[src/rtl/exc_pkg.sv]
package exc_pkg;
  parameter int XLEN = 32;
  parameter int EVW  = 12;
  parameter int BIT_MD = 30;
  parameter int BIT_RB = 29;
  parameter int BIT_BL = 28;
  parameter int INSN_BYTES = 2;
  parameter int VEC_OFS = 32'h100;

  typedef struct packed {
    logic [XLEN-1:0] spc;
    logic [XLEN-1:0] ssr;
    logic [XLEN-1:0] sgr;
    logic [XLEN-1:0] sr;
    logic [XLEN-1:0] pc;
    logic [EVW-1:0]  code;
    logic            is_int;
  } entry_t;
endpackage

[src/rtl/exc_cause_decode.sv]
module exc_cause_decode #(
  parameter int EVW = exc_pkg::EVW
) (
  input  logic [EVW-1:0] intcode,
  input  logic [EVW-1:0] expcode,
  input  logic           is_trap,
  input  logic           sr_bl,
  output logic           is_int,
  output logic [EVW-1:0] code,
  output logic           trap_adj,
  output logic           blocked
);
  always_comb begin
    is_int   = |intcode;
    code     = is_int ? intcode : expcode;
    trap_adj = is_trap && !is_int;
    blocked  = sr_bl;
  end
endmodule

[src/rtl/exc_state_calc.sv]
module exc_state_calc
  import exc_pkg::*;
#(
  parameter int W = exc_pkg::XLEN
) (
  input  logic [W-1:0] pc,
  input  logic [W-1:0] sr,
  input  logic [W-1:0] r15,
  input  logic [W-1:0] vbr,
  input  logic         trap_adj,
  output logic [W-1:0] spc,
  output logic [W-1:0] ssr,
  output logic [W-1:0] sgr,
  output logic [W-1:0] new_sr,
  output logic [W-1:0] new_pc
);
  localparam logic [W-1:0] STEP = W'(INSN_BYTES);
  localparam logic [W-1:0] OFS  = W'(VEC_OFS);
  localparam logic [W-1:0] SET_MASK =
    (W'(1) << BIT_MD) | (W'(1) << BIT_RB) | (W'(1) << BIT_BL);

  always_comb begin
    spc    = trap_adj ? pc + STEP : pc;
    ssr    = sr;
    sgr    = r15;
    new_sr = sr | SET_MASK;
    new_pc = vbr + OFS;
  end
endmodule

[src/rtl/exc_entry_seq.sv]
module exc_entry_seq
  import exc_pkg::*;
(
  input  logic            clk,
  input  logic            rst_n,
  input  logic            trig_valid,
  output logic            trig_ready,
  input  logic [EVW-1:0]  trig_intcode,
  input  logic [EVW-1:0]  trig_expcode,
  input  logic            trig_is_trap,
  input  logic [XLEN-1:0] cur_pc,
  input  logic [XLEN-1:0] cur_sr,
  input  logic [XLEN-1:0] cur_r15,
  input  logic [XLEN-1:0] cur_vbr,
  output logic            spc_we,
  output logic [XLEN-1:0] spc_val,
  output logic            ssr_we,
  output logic [XLEN-1:0] ssr_val,
  output logic            sgr_we,
  output logic [XLEN-1:0] sgr_val,
  output logic            expevt_we,
  output logic [EVW-1:0]  expevt_val,
  output logic            intevt_we,
  output logic [EVW-1:0]  intevt_val,
  output logic            sr_we,
  output logic [XLEN-1:0] sr_val,
  output logic            pc_we,
  output logic [XLEN-1:0] pc_val,
  output logic            done,
  output logic            dbl_fault
);
  logic           is_int, trap_adj, blocked, accept;
  logic [EVW-1:0] code;
  entry_t         nxt, held;
  logic           resp_q, fault_q;

  exc_cause_decode #(.EVW(EVW)) u_dec (
    .intcode (trig_intcode),
    .expcode (trig_expcode),
    .is_trap (trig_is_trap),
    .sr_bl   (cur_sr[BIT_BL]),
    .is_int  (is_int),
    .code    (code),
    .trap_adj(trap_adj),
    .blocked (blocked)
  );

  exc_state_calc #(.W(XLEN)) u_calc (
    .pc      (cur_pc),
    .sr      (cur_sr),
    .r15     (cur_r15),
    .vbr     (cur_vbr),
    .trap_adj(trap_adj),
    .spc     (nxt.spc),
    .ssr     (nxt.ssr),
    .sgr     (nxt.sgr),
    .new_sr  (nxt.sr),
    .new_pc  (nxt.pc)
  );

  assign nxt.code   = code;
  assign nxt.is_int = is_int;

  assign trig_ready = !(resp_q || fault_q);
  assign accept     = trig_valid && trig_ready;

  always_ff @(posedge clk) begin
    if (!rst_n) begin
      resp_q  <= 1'b0;
      fault_q <= 1'b0;
      held    <= '0;
    end else begin
      resp_q  <= accept && !blocked;
      fault_q <= accept && blocked;
      if (accept && !blocked) held <= nxt;
    end
  end

  assign spc_we     = resp_q;
  assign ssr_we     = resp_q;
  assign sgr_we     = resp_q;
  assign sr_we      = resp_q;
  assign pc_we      = resp_q;
  assign expevt_we  = resp_q && !held.is_int;
  assign intevt_we  = resp_q && held.is_int;
  assign done       = resp_q;
  assign dbl_fault  = fault_q;
  assign spc_val    = held.spc;
  assign ssr_val    = held.ssr;
  assign sgr_val    = held.sgr;
  assign sr_val     = held.sr;
  assign pc_val     = held.pc;
  assign expevt_val = held.code;
  assign intevt_val = held.code;
endmodule

[config.mk]
export PLATFORM = sky130hd
export DESIGN_NAME = exc_entry_seq
export DESIGN_NICKNAME = d
export VERILOG_FILES = /design/src/rtl/exc_pkg.sv /design/src/rtl/exc_cause_decode.sv /design/src/rtl/exc_state_calc.sv /design/src/rtl/exc_entry_seq.sv
export SDC_FILE = /design/constraint.sdc
export NUM_CORES = 1
export LEC_CHECK = 0
export BUFFER_PORTS_ARGS = -buffer_cell sky130_fd_sc_hd__buf_2
export CELL_PAD_IN_SITES_DETAIL_PLACEMENT = 0
export CELL_PAD_IN_SITES_GLOBAL_PLACEMENT = 2
export CORE_ASPECT_RATIO = 0.75
export CORE_MARGIN = 2
export CORE_UTILIZATION = 28
export CTS_BUF_LIST = sky130_fd_sc_hd__clkbuf_4 sky130_fd_sc_hd__clkbuf_8
export CTS_CLUSTER_DIAMETER = 40
export DETAILED_ROUTE_END_ITERATION = 12
export PLACE_DENSITY_LB_ADDON = 0.1
export SLEW_MARGIN = 5
export SYNTH_ARGS = -nofsm -noshare
export SYNTH_HDL_FRONTEND = slang
export SYNTH_SLANG_ARGS = --single-unit
[constraint.sdc]
create_clock -name clk -period 3.49 [get_ports clk]
set_input_delay 0.1745 -clock clk [delete_from_list [all_inputs] [get_ports clk]]
set_output_delay 0.1745 -clock clk [all_outputs]
set_load 0.02 [all_outputs]
==> impl_results.md <==
- Instance count of the mapped netlist: between 900 and 1000
- Cells along the critical path: buf_2 > nor4_1 > nand2_1 > nor2_1 > a21oi_1 > dlygate4sd3_1 > a21oi_1
- Detailed Place HPWL: 16.5 mm
- Global-route usage over all layers: 16.2%
- Drc violations: 0
- Overall die area: 27500 µm²
- FP Rows: 51
- Fillers: 2820
- Number of cells traversed by the worst register-to-register path: 6
- Initial antenna violation count: 0
- Hold Path Sink: pc_val[26]
- Worst path max stage delay: about 0.72 ns
- Layer carrying the most global-route usage: met2
- Number of synthesized flops with an enable pin: 0
- Initial standard-cell utilization of the core: approximately 28%
- Number of register bits inferred by synthesis: 144
- Leak: 4.34 nW
- Overall routed net length: 22.8 mm
- Beginning of the worst hold path: cur_vbr[26]
- CTS max path bufs: 2
- Met1 GRT Util: a little over a fifth
- Met3 Track Usage GR: between 5 and 6%
- Diode count: 0
- Multi-input logic area: 2810 µm²
- Worst path setup slack after routing: 0.958 ns
- RSZ-0062 raised after global routing: no
- Tmin final: ~2.5 ns
- Category of the critical setup timing path: in2reg
- Run status: finished clean
- Post-detailed-route wirelength per cell: 14.9 µm
- Total of endpoints with negative setup slack in the final report: 0
- End of the worst register-to-register path: pc_val[18]
- Startpoint type of the worst setup path: input pin
- Hold depth: 3
- Aggregate global routing overflow: 0
- Maximum number of pins on one net before global-route repair: 57
- Number of hold violations in the final report: 0
- Startpoint of the worst-slack reg-to-reg timing path: done
- Highest fanout seen on the critical path: 13
- Sequential element share of the synthesized area: 39.3%
- Detailed-routing iteration count for the pre-antenna-repair pass: 5
- Hold Crit Class: in2reg
- Clock-pin slew on the worst setup and hold paths: roughly 0.08 ns
- Number of DRC markers in iteration 0: 253
- Met2 track utilization from global routing: 23.8%
- Crit. End Element: flip-flop
- Synth cell count leaders: sky130_fd_sc_hd__buf_4 (189), sky130_fd_sc_hd__nand2_1 (164), sky130_fd_sc_hd__dfxtp_1 (144)
- Placeable Area: 25800 µm²
- R2R setup slack: between 1 and 1.5 ns
- Ports: 350
- Total via count in the routed design: 6574
- Most prevalent standard cell on the critical path: sky130_fd_sc_hd__a21oi_1
- Post-Layout Inst Area: 9650 µm²
- Achievable frequency: 395 MHz
- Post-Place Setup Slack: 0.990 ns
- Final number of max-transition violations: 0
- Clock H-tree levels: 4
- Proportion of register bits with asynchronous set or reset after synthesis: 0%
- Remaining antenna violation count after routing: 0
- CTS Sinks: 144
- Synth Warn #: 0
- Worst path required time: 3.88 ns
- Endpoint arrival time on the critical path: between 2 and 3 ns
- Standard cell area after detailed placement: 8090 µm²
- Die boundary height: between 100 and 150 µm
- Avg Cell Area, Syn: 7.95 µm²
- Count of buffers inserted at the top-level ports: around 350
- Ratio of final minimum period to clock period: 72.5%
- Most used DFF post-synth: sky130_fd_sc_hd__dfxtp_1
- CTS tree: done
- Post-synth top area share: 39.3%
- Leading cell type by number of instances after synthesis: sky130_fd_sc_hd__buf_4
- Root Buffer Master: sky130_fd_sc_hd__clkbuf_8
- Fraction of layout instances using a drive strength above 1: 34.4%
- Power per cell area: 442 nW/µm²
- Worst slew margin relative to its limit: a little over two fifths
- Average via count per standard cell: 4.31
- Maximum ir drop on the vdd rail: 0.227 mV
- First-pass GRT wire length: 34.4 mm
- Number of global-route vias before repair: 6067
- Postcts setup bufs: 0
- Relative area change from synthesis to final layout: 31.5%
- Slowest cell on crit path: sky130_fd_sc_hd__nor2_1
- Post-synth design cell area: roughly 7300 µm²
- Max-cap violations: 0
- Final setup TNS: 0 ns
- Dominant cells by area after synthesis: sky130_fd_sc_hd__dfxtp_1 (39%), sky130_fd_sc_hd__buf_4 (19%), sky130_fd_sc_hd__a21oi_1 (9.3%), sky130_fd_sc_hd__nand2_1 (8.4%), sky130_fd_sc_hd__xnor2_1 (4.3%)
- Floorplan die width: 191 µm
- Net count after synthesis: 1081
- Routability-driven placement congestion ratio: a little under 0.8
- Inserted Clock Buffers: 17
- Measured slew at the worst slew-check pin: 0.841 ns
- Yosys cell types: 33
- Post-layout nets: 1328
- FF+latch area: about 2900 µm²
- Post-Route Skew: 0.00936 ns
- Cell taking the most area after synthesis: sky130_fd_sc_hd__dfxtp_1
- Clock latency of the later-clocked register in the worst-skew pair: 0.45 ns
==> registers in the layout, summed over array words and instances (netlist names) <==
| name | flops |
|---|---|
| dbl_fault | 1 |
| done | 1 |
| expevt_val | 12 |
| held | 1 |
| pc_val | 32 |
| sgr_val | 32 |
| spc_val | 32 |
| sr_val | 1 |
| ssr_val | 32 |
==> metrics by stage <==
| step | power, W | utilization (%) | cells | hold slack [ns] |
|---|---|---|---|---|
| finish | 0.00426 | 37.3 | 1527 | 0.0381 |
| global route | 0.00447 | 37.3 | 1527 | 0.0209 |
| CTS | 0.00433 | 37.3 | 1527 | 0.000750 |
| detailed placement | 0.00252 | 31.3 | 1390 | 0.401 |
| global placement | 0.00252 | 31.3 | 1390 | 0.395 |
| floorplan | 0.00235 | - | 923 | 0.270 |
==> layout make-up <==
class / instances / share of cell area [%]
repair buffers: 469 / 31.0
flip-flops and latches: 144 / 29.9
multi-input cells: 529 / 29.1
well taps: 344 / 4.46
clock buffers: 23 / 3.15
clock inverters: 9 / 2.09
inverters: 9 / 0.363
==> kinds of logic (layout without fill, tap and decap cells) <==
logic type	count (synthesis)	after routing	share of synthesized area [%]
adder cells (fa/ha/maj)	2	2	0.341
AO/OA/AOI/OAI	205	205	14.5
flip-flops	144	144	39.3
XOR/XNOR	51	51	6.09
buffers and inverters	250	510	22.6
multiplexers	1	1	0.136
AND/OR/NAND/NOR	270	270	17.1
==> power breakdown <==
group | internal (W) | switching [W] | leakage, nW | total (W)
clock network | 0.00102 | 0.000679 | 0.253 | 0.00170
logic | 0.000324 | 0.000450 | 2.90 | 0.000774
registers | 0.00174 | 0.0000510 | 1.18 | 0.00179
total | 0.00308 | 0.00118 | 4.34 | 0.00426
==> worst max path at each step <==
stage	to	slack (ns)	from
2_1_floorplan	spc_val[5]	1.48	done
3_3_place_gp	expevt_val[3]	0.98	trig_intcode[2]
3_5_place_dp	expevt_val[5]	0.99	trig_intcode[2]
4_1_cts	expevt_val[3]	0.96	trig_intcode[2]
5_1_grt	expevt_val[2]	0.60	trig_intcode[2]
6_report	expevt_val[3]	0.96	trig_intcode[2]
==> per-layer routing <==
metal  wire (µm)  share of wire [%]  vias to the layer above
li1            -                  -                     3390
met1       10700                 47                     2953
met2        9830                 43                      211
met3        1920                8.4                       20
met4         384                1.7                        0
met5           0                  0                        -
==> critical path: cells and delay by family <==
family | cells | cell delay (ns)
buffers and inverters | 2 | 0.70
AO/OA/AOI/OAI | 2 | 0.29
AND/OR/NAND/NOR | 3 | 1.75
==> layout by cell type (no fill, tap or decap), types with 3 or more instances in the layout <==
| cell | netlist | final |
|---|---|---|
| sky130_fd_sc_hd__dlygate4sd3_1 | 0 | 105 |
| sky130_fd_sc_hd__buf_4 | 189 | 9 |
| sky130_fd_sc_hd__clkbuf_8 | 0 | 21 |
| sky130_fd_sc_hd__nor3_1 | 15 | 15 |
| sky130_fd_sc_hd__bufinv_16 | 0 | 6 |
| sky130_fd_sc_hd__buf_2 | 0 | 349 |
| sky130_fd_sc_hd__nand2_1 | 164 | 164 |
| sky130_fd_sc_hd__a211oi_1 | 13 | 13 |
| sky130_fd_sc_hd__and3_1 | 3 | 3 |
| sky130_fd_sc_hd__xnor2_1 | 36 | 36 |
| sky130_fd_sc_hd__nand4_1 | 14 | 14 |
| sky130_fd_sc_hd__and4_1 | 8 | 8 |
| sky130_fd_sc_hd__dfxtp_1 | 144 | 144 |
| sky130_fd_sc_hd__buf_12 | 0 | 6 |
| sky130_fd_sc_hd__nor2_1 | 28 | 27 |
| sky130_fd_sc_hd__a21oi_1 | 137 | 137 |
| sky130_fd_sc_hd__nor4_1 | 8 | 8 |
| sky130_fd_sc_hd__xor2_1 | 15 | 15 |
| sky130_fd_sc_hd__nand3_1 | 15 | 15 |
| sky130_fd_sc_hd__o21ai_0 | 53 | 53 |
| sky130_fd_sc_hd__inv_1 | 8 | 8 |
==> what timing repair did <==
item,4_1_cts,5_1_grt
endpoints found under the hold margin,92,0
setup endpoints to repair,0,0
gates resized for setup,0,0
hold buffers,105,0
Power figures use the tool's default switching activity.
